===== src/rtl/interp4_pkg.sv =====
package interp4_pkg;

  localparam int unsigned COEF_W    = 16;
  localparam int unsigned COEF_FRAC = 15;
  localparam int unsigned NTAPS     = 32;

  typedef enum logic [1:0] {
    ST_IDLE = 2'd0,
    ST_CALC = 2'd1,
    ST_HOLD = 2'd2
  } ctrl_state_e;

  // Symmetric lowpass prototype, Q1.15, windowed interpolation kernel.
  function automatic logic signed [COEF_W-1:0] coef_at(input int unsigned m);
    int unsigned f;
    f = (m < NTAPS / 2) ? m : (NTAPS - 1 - m);
    case (f)
      0:  return -16'sd52;
      1:  return -16'sd266;
      2:  return -16'sd571;
      3:  return -16'sd383;
      4:  return 16'sd555;
      5:  return 16'sd1836;
      6:  return 16'sd2434;
      7:  return 16'sd1315;
      8:  return -16'sd1661;
      9:  return -16'sd5041;
      10: return -16'sd6307;
      11: return -16'sd3336;
      12: return 16'sd4424;
      13: return 16'sd15268;
      14: return 16'sd25697;
      15: return 16'sd31933;
      default: return '0;
    endcase
  endfunction

endpackage


===== src/rtl/interp4_history.sv =====
module interp4_history #(
  parameter int unsigned DATA_W = 16,
  parameter int unsigned DEPTH  = 8,
  parameter int unsigned IDX_W  = (DEPTH > 1) ? $clog2(DEPTH) : 1
) (
  input  logic                     clk,
  input  logic                     rst_n,
  input  logic                     shift_en,
  input  logic signed [DATA_W-1:0] din,
  input  logic [IDX_W-1:0]         rd_idx,
  output logic signed [DATA_W-1:0] rd_data
);

  logic signed [DATA_W-1:0] stage [DEPTH];

  generate
    for (genvar i = 0; i < DEPTH; i++) begin : g_stage
      always_ff @(posedge clk) begin
        if (!rst_n) begin
          stage[i] <= '0;
        end else if (shift_en) begin
          if (i == 0) stage[i] <= din;
          else        stage[i] <= stage[(i > 0) ? i - 1 : 0];
        end
      end
    end
  endgenerate

  assign rd_data = stage[rd_idx];

endmodule


===== src/rtl/interp4_coef_rom.sv =====
module interp4_coef_rom #(
  parameter int unsigned COEF_W = 16,
  parameter int unsigned NTAPS  = 32,
  parameter int unsigned IDX_W  = $clog2(NTAPS)
) (
  input  logic [IDX_W-1:0]         idx,
  output logic signed [COEF_W-1:0] coef
);

  logic signed [COEF_W-1:0] table_w [NTAPS];

  generate
    for (genvar i = 0; i < NTAPS; i++) begin : g_rom
      assign table_w[i] = COEF_W'(interp4_pkg::coef_at(i));
    end
  endgenerate

  assign coef = table_w[idx];

endmodule


===== src/rtl/interp4_ctrl.sv =====
module interp4_ctrl #(
  parameter int unsigned PHASES  = 4,
  parameter int unsigned TAPS_PP = 8,
  parameter int unsigned PH_W    = $clog2(PHASES),
  parameter int unsigned TAP_W   = $clog2(TAPS_PP)
) (
  input  logic             clk,
  input  logic             rst_n,
  input  logic             in_valid,
  input  logic             out_ready,
  output logic             in_ready,
  output logic             accept,
  output logic [TAP_W-1:0] tap_idx,
  output logic [PH_W-1:0]  phase_idx,
  output logic             mac_en,
  output logic             mac_first,
  output logic             mac_last,
  output logic             out_valid
);
  import interp4_pkg::*;

  localparam logic [TAP_W-1:0] TAP_LAST = TAP_W'(TAPS_PP - 1);
  localparam logic [PH_W-1:0]  PH_LAST  = PH_W'(PHASES - 1);

  ctrl_state_e      state_q;
  logic [TAP_W-1:0] tap_q;
  logic [PH_W-1:0]  phase_q;

  assign in_ready  = (state_q == ST_IDLE);
  assign accept    = in_valid && in_ready;
  assign mac_en    = (state_q == ST_CALC);
  assign mac_first = (tap_q == '0);
  assign mac_last  = (tap_q == TAP_LAST);
  assign out_valid = (state_q == ST_HOLD);
  assign tap_idx   = tap_q;
  assign phase_idx = phase_q;

  always_ff @(posedge clk) begin
    if (!rst_n) begin
      state_q <= ST_IDLE;
      tap_q   <= '0;
      phase_q <= '0;
    end else begin
      unique case (state_q)
        ST_IDLE: begin
          if (accept) begin
            state_q <= ST_CALC;
            tap_q   <= '0;
            phase_q <= '0;
          end
        end
        ST_CALC: begin
          if (mac_last) state_q <= ST_HOLD;
          else          tap_q   <= tap_q + 1'b1;
        end
        ST_HOLD: begin
          if (out_ready) begin
            tap_q <= '0;
            if (phase_q == PH_LAST) begin
              state_q <= ST_IDLE;
              phase_q <= '0;
            end else begin
              state_q <= ST_CALC;
              phase_q <= phase_q + 1'b1;
            end
          end
        end
        default: state_q <= ST_IDLE;
      endcase
    end
  end

endmodule


===== src/rtl/interp4_mac.sv =====
module interp4_mac #(
  parameter int unsigned DATA_W    = 16,
  parameter int unsigned COEF_W    = 16,
  parameter int unsigned TAPS_PP   = 8,
  parameter int unsigned COEF_FRAC = 15,
  parameter int unsigned ACC_W     = DATA_W + COEF_W + $clog2(TAPS_PP)
) (
  input  logic                     clk,
  input  logic                     rst_n,
  input  logic                     mac_en,
  input  logic                     mac_first,
  input  logic                     mac_last,
  input  logic signed [DATA_W-1:0] sample,
  input  logic signed [COEF_W-1:0] coef,
  output logic signed [DATA_W-1:0] result
);

  localparam int unsigned PROD_W = DATA_W + COEF_W;
  localparam logic signed [ACC_W-1:0] RND_HALF = ACC_W'(1) <<< (COEF_FRAC - 1);
  localparam int unsigned HI_W = ACC_W - DATA_W + 1;

  logic signed [PROD_W-1:0] prod;
  logic signed [ACC_W-1:0]  prod_ext;
  logic signed [ACC_W-1:0]  acc_q;
  logic signed [ACC_W-1:0]  sum;
  logic signed [ACC_W-1:0]  rounded;
  logic signed [ACC_W-1:0]  scaled;
  logic [HI_W-1:0]          hi_bits;
  logic signed [DATA_W-1:0] sat_val;
  logic signed [DATA_W-1:0] result_q;

  assign prod     = sample * coef;
  assign prod_ext = {{(ACC_W - PROD_W){prod[PROD_W-1]}}, prod};
  assign sum      = (mac_first ? '0 : acc_q) + prod_ext;
  assign rounded  = sum + RND_HALF;
  assign scaled   = rounded >>> COEF_FRAC;
  assign hi_bits  = scaled[ACC_W-1:DATA_W-1];

  always_comb begin
    if ((&hi_bits) || !(|hi_bits)) begin
      sat_val = scaled[DATA_W-1:0];
    end else if (scaled[ACC_W-1]) begin
      sat_val = {1'b1, {(DATA_W - 1){1'b0}}};
    end else begin
      sat_val = {1'b0, {(DATA_W - 1){1'b1}}};
    end
  end

  always_ff @(posedge clk) begin
    if (!rst_n) begin
      acc_q    <= '0;
      result_q <= '0;
    end else if (mac_en) begin
      acc_q <= sum;
      if (mac_last) result_q <= sat_val;
    end
  end

  assign result = result_q;

endmodule


===== src/rtl/interp4_poly.sv =====
module interp4_poly #(
  parameter int unsigned DATA_W    = 16,
  parameter int unsigned COEF_W    = interp4_pkg::COEF_W,
  parameter int unsigned PHASES    = 4,
  parameter int unsigned TAPS_PP   = 8,
  parameter int unsigned COEF_FRAC = interp4_pkg::COEF_FRAC
) (
  input  logic                      clk,
  input  logic                      rst_n,
  input  logic                      in_valid,
  output logic                      in_ready,
  input  logic [DATA_W-1:0]         in_data,
  output logic                      out_valid,
  input  logic                      out_ready,
  output logic [DATA_W-1:0]         out_data,
  output logic [$clog2(PHASES)-1:0] out_phase
);

  localparam int unsigned NTAPS  = PHASES * TAPS_PP;
  localparam int unsigned PH_W   = $clog2(PHASES);
  localparam int unsigned TAP_W  = $clog2(TAPS_PP);
  localparam int unsigned CIDX_W = $clog2(NTAPS);

  logic                     accept;
  logic [TAP_W-1:0]         tap_idx;
  logic [PH_W-1:0]          phase_idx;
  logic                     mac_en, mac_first, mac_last;
  logic signed [DATA_W-1:0] hist_word;
  logic signed [COEF_W-1:0] coef_word;
  logic [CIDX_W-1:0]        coef_idx;
  logic signed [DATA_W-1:0] result;

  interp4_ctrl #(.PHASES(PHASES), .TAPS_PP(TAPS_PP)) u_ctrl (
    .clk(clk), .rst_n(rst_n), .in_valid(in_valid), .out_ready(out_ready),
    .in_ready(in_ready), .accept(accept), .tap_idx(tap_idx),
    .phase_idx(phase_idx), .mac_en(mac_en), .mac_first(mac_first),
    .mac_last(mac_last), .out_valid(out_valid)
  );

  interp4_history #(.DATA_W(DATA_W), .DEPTH(TAPS_PP)) u_hist (
    .clk(clk), .rst_n(rst_n), .shift_en(accept), .din(in_data),
    .rd_idx(tap_idx), .rd_data(hist_word)
  );

  // Phase k, tap j reads prototype coefficient g[j*PHASES + k].
  assign coef_idx = CIDX_W'(tap_idx) * CIDX_W'(PHASES) + CIDX_W'(phase_idx);

  interp4_coef_rom #(.COEF_W(COEF_W), .NTAPS(NTAPS)) u_rom (
    .idx(coef_idx), .coef(coef_word)
  );

  interp4_mac #(
    .DATA_W(DATA_W), .COEF_W(COEF_W), .TAPS_PP(TAPS_PP), .COEF_FRAC(COEF_FRAC)
  ) u_mac (
    .clk(clk), .rst_n(rst_n), .mac_en(mac_en), .mac_first(mac_first),
    .mac_last(mac_last), .sample(hist_word), .coef(coef_word), .result(result)
  );

  assign out_data  = result;
  assign out_phase = phase_idx;

endmodule


===== config.mk =====
export PLATFORM = sky130hd
export DESIGN_NAME = interp4_poly
export DESIGN_NICKNAME = d
export VERILOG_FILES = /design/src/rtl/interp4_pkg.sv /design/src/rtl/interp4_history.sv /design/src/rtl/interp4_coef_rom.sv /design/src/rtl/interp4_ctrl.sv /design/src/rtl/interp4_mac.sv /design/src/rtl/interp4_poly.sv
export SDC_FILE = /design/constraint.sdc
export NUM_CORES = 1
export LEC_CHECK = 0
export ABC_AREA = 1
export CORE_UTILIZATION = 35
export CTS_BUF_LIST = sky130_fd_sc_hd__clkbuf_16
export CTS_CLUSTER_DIAMETER = 60
export CTS_CLUSTER_SIZE = 25
export DETAILED_ROUTE_END_ITERATION = 12
export GPL_ROUTABILITY_DRIVEN = 0
export SYNTH_ARGS = -nofsm -noshare
export SYNTH_HDL_FRONTEND = slang
export SYNTH_SLANG_ARGS = --single-unit

===== constraint.sdc =====
create_clock -name clk -period 14.55 [get_ports clk]
set_input_delay 2.1825 -clock clk [delete_from_list [all_inputs] [get_ports clk]]
set_output_delay 2.1825 -clock clk [all_outputs]
set_load 0.02 [all_outputs]

==> summary.md, run 1 <==
| Metric | Value |
|---|---|
| DRC | 0 |
| Slew @ Worst Pin | around 1.1 ns |
| Synth top area share | 0.238 |
| Syn avg cell area | approximately 7.5 um2 |
| Critical Path RT | roughly 15 ns |
| Final Cell Area | roughly 24,000 um2 |
| Sum of negative setup slack | 0 ns |
| Worst path slowest cell | dfxtp_1 |
| RR Startpoint | u_ctrl.phase_idx[1] |
| First-pass GRT wire length | around 97,000 um |
| Hold WC Path Type | reg2reg |
| Tmin final | ~11 ns |
| CP max FO | 15 |
| Sink Count | about 190 |
| Final nets | 3,374 |
| Min-delay src | u_mac.acc_q[1] |
| Initial Util | 0.356 |
| Clock buffer depth | 2 |
| Layout cell share with drive strength beyond 1 | 0.0336 |
| Crit end category | flip-flop |
| Reg2Reg Setup Slack | between 3 and 4 ns |
| Routed wl met2 | about 28,000 um |
| DR WL met3 | roughly 2700 um |
| Hold Crit Depth | 2 |
| Vias post-DR | between 15,000 and 20,000 |
| WHS | approximately 0.45 ns |
| Post-synth EDFFs | around 130 |
| Number of diodes | 0 |
| Num rows | 91 |
| DR top layer | met4 |
| Routed WL per cell | between 15 and 20 um |
| Detailed Place HPWL | 46,600 um |
| CTS tree | done |
| Fmax | about 0.09 GHz |
| CP arrival | roughly 11 ns |
| Cell area after synthesis | roughly 22,000 um2 |
| Via density | roughly 4.7 |
| Core Area | roughly 62,000 um2 |
| Mapped Nets | around 3,400 |
| Fill cells | about 6,600 |
| Wl on met1 | between 20,000 and 30,000 um |
| Initial antenna violation count | 0 |
| Post-synthesis sequential area ratio | 0.229 |
| Leading register cell type out of synthesis | edfxtp_1 |
| Syn Inst Count | just under 3,000 |
| Detail Route Antenna Nets | 0 |
| Final core utilization | 0.385 |
| Detailed Route WL | between 50,000 and 60,000 um |
| Clock latency on the worst-skew pair | roughly 0.46 ns |
| Cts-stage hold buffer count | 0 |
| Seq. cell area | 5070 um2 |
| RSZ-0062 raised after global routing | false |
| TritonCTS buffer count | 17 |
| R2R depth | 46 |
| Area Overhead vs Synth | 7.98% |
| Number of global-route vias before repair | 18,100 |
| Yosys warns | 0 |
| Setup Buffers After CTS | 0 |
| Yosys top cell by area | fa_1 |
| Distinct cells, synth | 54 |
| FFs w/ async S/R, synth | 0 |
| Final Setup Violations | 0 |
| Outcome | completed |
| Period utilization | 0.764 |
| I/O Pins | 40 |
| Dpl cell area | 23,400 um2 |
| Startpoint Class | flip-flop |
| 1st-pass router iterations | 5 |
| Min-Delay Endpoint | u_mac.acc_q[1] |
| Die W | 254 um |
| Hold Fails Final Rpt | 0 |
| Worst-path clk slew | approximately 0.08 ns |
| Crit Path Category | reg2reg |
| Max-slew violations | 0 |
| CTS root buf | clkbuf_16 |
| H-tree lvl count | 4 |
| Post_cts resized | 0 |
| Setup Skew | roughly 0.014 ns |
| Multi-input gate area | 14,000 um2 |
| Most used cell, CP | nand2_1 |
| Tot GR Track Use | 0.192 |
| Iter 0 DRT Violations | between 1,000 and 1,500 |
| Number of port buffers | 39 |
| FF+latch count, synth | about 190 |
| CP peak stage delay | slightly above 0.6 ns |
| Crit Reg-Reg Endpoint | u_mac.result[11] |
| GR Overflow Total | 0 |
| Die ar. | approximately 64,000 um2 |
| Pin count of the biggest net entering global routing | roughly 100 |
| Maxcap violations | 0 |
| Synth top area cells | fa_1 24%, edfxtp_1 17%, inv_1 12% |
| Max_slew headroom | 0.287 |
| Die height | around 250 um |
-- routing by layer --
layer  vias up  track usage
li1       8909            -
met1      8489        0.253
met2       476        0.329
met3        94       0.0230
met4         0       0.0590
met5         -            0
-- cell type report --
class	count	area share
Clock buffer	17	0.0178
Clock inverter	13	0.00471
Inverter	738	0.116
Multi-Input combinational cell	1958	0.584
Sequential cell	189	0.212
Tap cell	837	0.0438
Timing Repair Buffer	57	0.0220
-- cells in the mapped netlist, drive strengths merged (16+ instances only) --
library cell	n
a21oi	172
clkbuf	74
dfxtp	61
edfxtp	128
fa	263
ha	130
inv	728
nand2	608
nand3	89
nand4	25
nor2	405
o21ai	164
xnor2	16
xor2	41
-- cells by family (layout without fill, tap and decap cells) --
group           after synthesis  after routing  share of synthesized area
fa+ha+maj                   393            393                      0.311
compound gates              361            361                     0.0852
xor+xnor                     57             57                     0.0235
simple gates               1147           1147                      0.210
buf+inv                     825            825                      0.142
flops                       189            189                      0.229
-- how the worst max path moves through the flow --
| stage | startpoint | end |
|---|---|---|
| 3_5_place_dp | u_ctrl.phase_idx[1] | u_mac.result[11] |
| 2_1_floorplan | u_ctrl.phase_idx[0] | u_mac.result[10] |
| 5_1_grt | u_ctrl.phase_idx[1] | u_mac.result[8] |
| 3_3_place_gp | u_ctrl.phase_idx[1] | u_mac.result[14] |
| 6_report | u_ctrl.phase_idx[1] | u_mac.result[11] |
| 4_1_cts | u_ctrl.phase_idx[1] | u_mac.result[2] |
-- state kept, by name, summed over array words and instances (netlist names), named ones only --
register and cells:
u_ctrl.state_q 2, u_ctrl.phase_idx 2, u_mac.result 16, u_ctrl.tap_idx 3
u_hist.stage 128, u_mac.acc_q 35
-- placed cells by master, fill, tap and decap left out, types with 17 or more instances in the layout --
cell             netlist  final
inv_1                725    726
nand2_1              591    590
nor2_1               394    394
fa_1                 263    263
a21oi_1              169    169
o21ai_0              158    157
ha_1                 130    130
edfxtp_1             128    128
nand3_1               84     83
dfxtp_1               61     60
clkdlybuf4s50_1        0     39
xor2_1                38     38
nand4_1               25     25
buf_4                  2     18
clkbuf_16              0     17
-- critical path: cells and delay by family (launching register included) --
family	cells	cell delay, ns
adders and majority gates	9	4.08
and+or+nand+nor	17	2.30
DFF	1	0.62
AOI/OAI and AO/OA	13	3.00
buffers and inverters	6	0.80
xor gates and xnor gates	1	0.18
-- through the flow --
step                      setup slack [ns]  std cells
after floorplan                       5.27       2972
after global placement                3.60       3779
after detailed placement              3.54       3779
after CTS                             3.48       3809
after global routing                  2.43       3809
final                                 3.44       3809
Power of run 1 is left out: the tool's default activity adds up to more than one toggle a clock period on the data nets, which glitch-free logic cannot reach.
==> inputs of run 2 (changes only) <==
clock period = 10.5 ns   (was 14.55 ns; I/O delays follow)
==> run 2 against run 1 <==
Net effect:
- core utilization is 0.85 points higher
- die area stayed put
- first-iteration DRC count is 14% lower
- maximum frequency is 11% higher
- clock skew is 0.0055 ns higher
- via count is 0.49% higher
- global-route usage is 0.38 points lower
- worst hold slack better by 0.0022 ns
- highest routed layer unchanged
- critical path depth is 9 higher
==> summary.md, run 2 (same netlist as run 1, synthesis figures left out) <==
| Metric | Value |
|---|---|
| Layout cell share with drive strength beyond 1 | 0.0539 (was 0.0336) |
| Most frequent cells in the layout | 722 x inv_1, 588 x nand2_1, 394 x nor2_1 (was 726 x inv_1, 590 x nand2_1, 394 x nor2_1) |
| Final nets | 3,425 (was 3,374) |
| Number of diodes | 0 (unchanged) |
| Tmin final | 9.97 ns (was 11.11 ns) |
| Worst path slowest cell | fa_1 (was dfxtp_1) |
| Max_slew headroom | 0.324 (was 0.287) |
| Detailed Route WL | 58,100 um (was 58,900 um) |
| Dpl cells | 3,823 (was 3,779) |
| Vias post-DR | 18,100 (was 18,000) |
| Hold Crit Depth | 2 (unchanged) |
| Tot GR Track Use | 0.189 (was 0.192) |
| Via density | 4.68 (was 4.72) |
| Maxcap violations | 0 (unchanged) |
| Slew @ Worst Pin | 1.01 ns (was 1.07 ns) |
| Clock buffer depth | 2 (unchanged) |
| Largest delay share family, worst path | adder cells (unchanged) |
| Commonest non-fill, non-tap cell in the layout | inv_1 (unchanged) |
| Crit Reg-Reg Endpoint | u_mac.result[7] (was u_mac.result[11]) |
| Iter 0 DRT Violations | 1,235 (was 1,431) |
| Final core utilization | 0.393 (was 0.385) |
| RR Startpoint | u_ctrl.phase_idx[0] (was u_ctrl.phase_idx[1]) |
| Die ar. | 64,300 um2 (unchanged) |
| Outcome | completed (unchanged) |
| TritonCTS buffer count | 17 (unchanged) |
| Num rows | 91 (unchanged) |
| Number of port buffers | 39 (unchanged) |
| Hold Fails Final Rpt | 0 (unchanged) |
| Critical Path RT | 10.84 ns (was 14.88 ns) |
| Area Overhead vs Synth | 10.3% (was 7.98%) |
| R2R depth | 55 (was 46) |
| Fmax | 0.100 GHz (was 0.0900 GHz) |
| CP peak stage delay | 0.54 ns (was 0.62 ns) |
| Reg2Reg Setup Slack | 0.53 ns (was 3.44 ns) |
| Max-slew violations | 0 (unchanged) |
| Final Setup Violations | 0 (unchanged) |
| Detail Route Antenna Nets | 0 (unchanged) |
| I/O Pins | 40 (unchanged) |
| Sum of negative setup slack | 0 ns (unchanged) |
| Detailed Place HPWL | 46,400 um (was 46,600 um) |
| Startpoint Class | flip-flop (unchanged) |
| Min-Delay Endpoint | u_mac.acc_q[1] (unchanged) |
| CP max FO | 14 (was 15) |
| WP buf/inv | 12 (was 6) |
| Final Cell Area | 24,500 um2 (was 23,900 um2) |
| Pin count of the biggest net entering global routing | 93 (was 99) |
| Largest register FFs | 128 (unchanged) |
| Die height | 254 um (unchanged) |
| Biggest register | u_hist.stage (unchanged) |
| First-pass GRT wire length | 95,600 um (was 97,300 um) |
| H-tree lvl count | 4 (unchanged) |
| DRC | 0 (unchanged) |
| Most used cell, CP | nand2_1 (unchanged) |
| Crit end category | flip-flop (unchanged) |
| GR Overflow Total | 0 (unchanged) |
| Initial antenna violation count | 0 (unchanged) |
| Worst-path clk slew | 0.08 ns (about the same) |
| Routed WL per cell | 15.0 um (was 15.5 um) |
| Hold WC Path Type | reg2reg (unchanged) |
| Dpl cell area | 23,700 um2 (was 23,400 um2) |
| CTS root buf | clkbuf_16 (unchanged) |
| Core Area | 62,200 um2 (unchanged) |
| 1st-pass router iterations | 5 (unchanged) |
| Crit Path Category | reg2reg (unchanged) |
| CTS tree | done (unchanged) |
| Die W | 254 um (unchanged) |
| Clock latency on the worst-skew pair | 0.46 ns (about the same) |
| Sink Count | 189 (unchanged) |
| Period utilization | 0.950 (was 0.764) |
| Setup Skew | 0.0193 ns (was 0.0138 ns) |
| Layout Cells excl Fill | 3,862 (was 3,809) |
| Initial Util | 0.356 (unchanged) |
| Number of global-route vias before repair | 18,200 (was 18,100) |
| CP arrival | 10.32 ns (was 11.45 ns) |
| Min-delay src | u_mac.acc_q[1] (unchanged) |
## run 2: final cells by class
type	count	area (um2)
Fill cell	6522	37700
Inverter	738	2780
Timing Repair Buffer	108	950
Sequential cell	189	5070
Multi-Input combinational cell	1958	14000
Clock buffer	17	425
Tap cell	837	1050
Clock inverter	15	190
## run 2: layer usage
metal,part of all wire,global-route usage
met5,0,0
met4,0.025,0.0575
met3,0.042,0.0255
met2,0.47,0.318
met1,0.46,0.250
## run 2: worst register-to-register path, delay by kind of cell (launching register included)
| kind | cells | cell delay [ns] |
|---|---|---|
| fa+ha+maj | 9 | 3.95 |
| simple gates | 26 | 2.94 |
| compound gates | 7 | 1.28 |
| buf+inv | 12 | 1.10 |
| flops | 1 | 0.33 |
| xor+xnor | 1 | 0.28 |
## run 2: worst max path at each step
stage	startpoint	to	slack, ns	cells after the start
finish	u_ctrl.phase_idx[0]	u_mac.result[7]	0.53	55
global route	flip-flop	u_mac.result[5]	-0.01	52
CTS	u_ctrl.phase_idx[0]	u_mac.result[7]	0.20	49
detailed placement	u_ctrl.phase_idx[0]	u_mac.result[5]	0.25	49
global placement	u_ctrl.phase_idx[0]	u_mac.result[14]	0.35	47
floorplan	u_ctrl.phase_idx[0]	u_mac.result[10]	1.22	51
## run 2: what timing repair did
item                       in CTS  in global routing
hold endpoints to repair        0                  0
resized for setup               0                 11
setup endpoints to repair       0                 16
hold buffers                    0                  0
setup buffers                   0                  7
## run 2: per-stage QoR
stage | setup slack (ns) | hold slack [ns]
floorplan | 1.22 | 0.430
global placement | 0.350 | 0.444
detailed placement | 0.251 | 0.444
CTS | 0.204 | 0.457
global route | -0.0127 | 0.490
finish | 0.526 | 0.457
Power of run 2 is left out for the same reason.
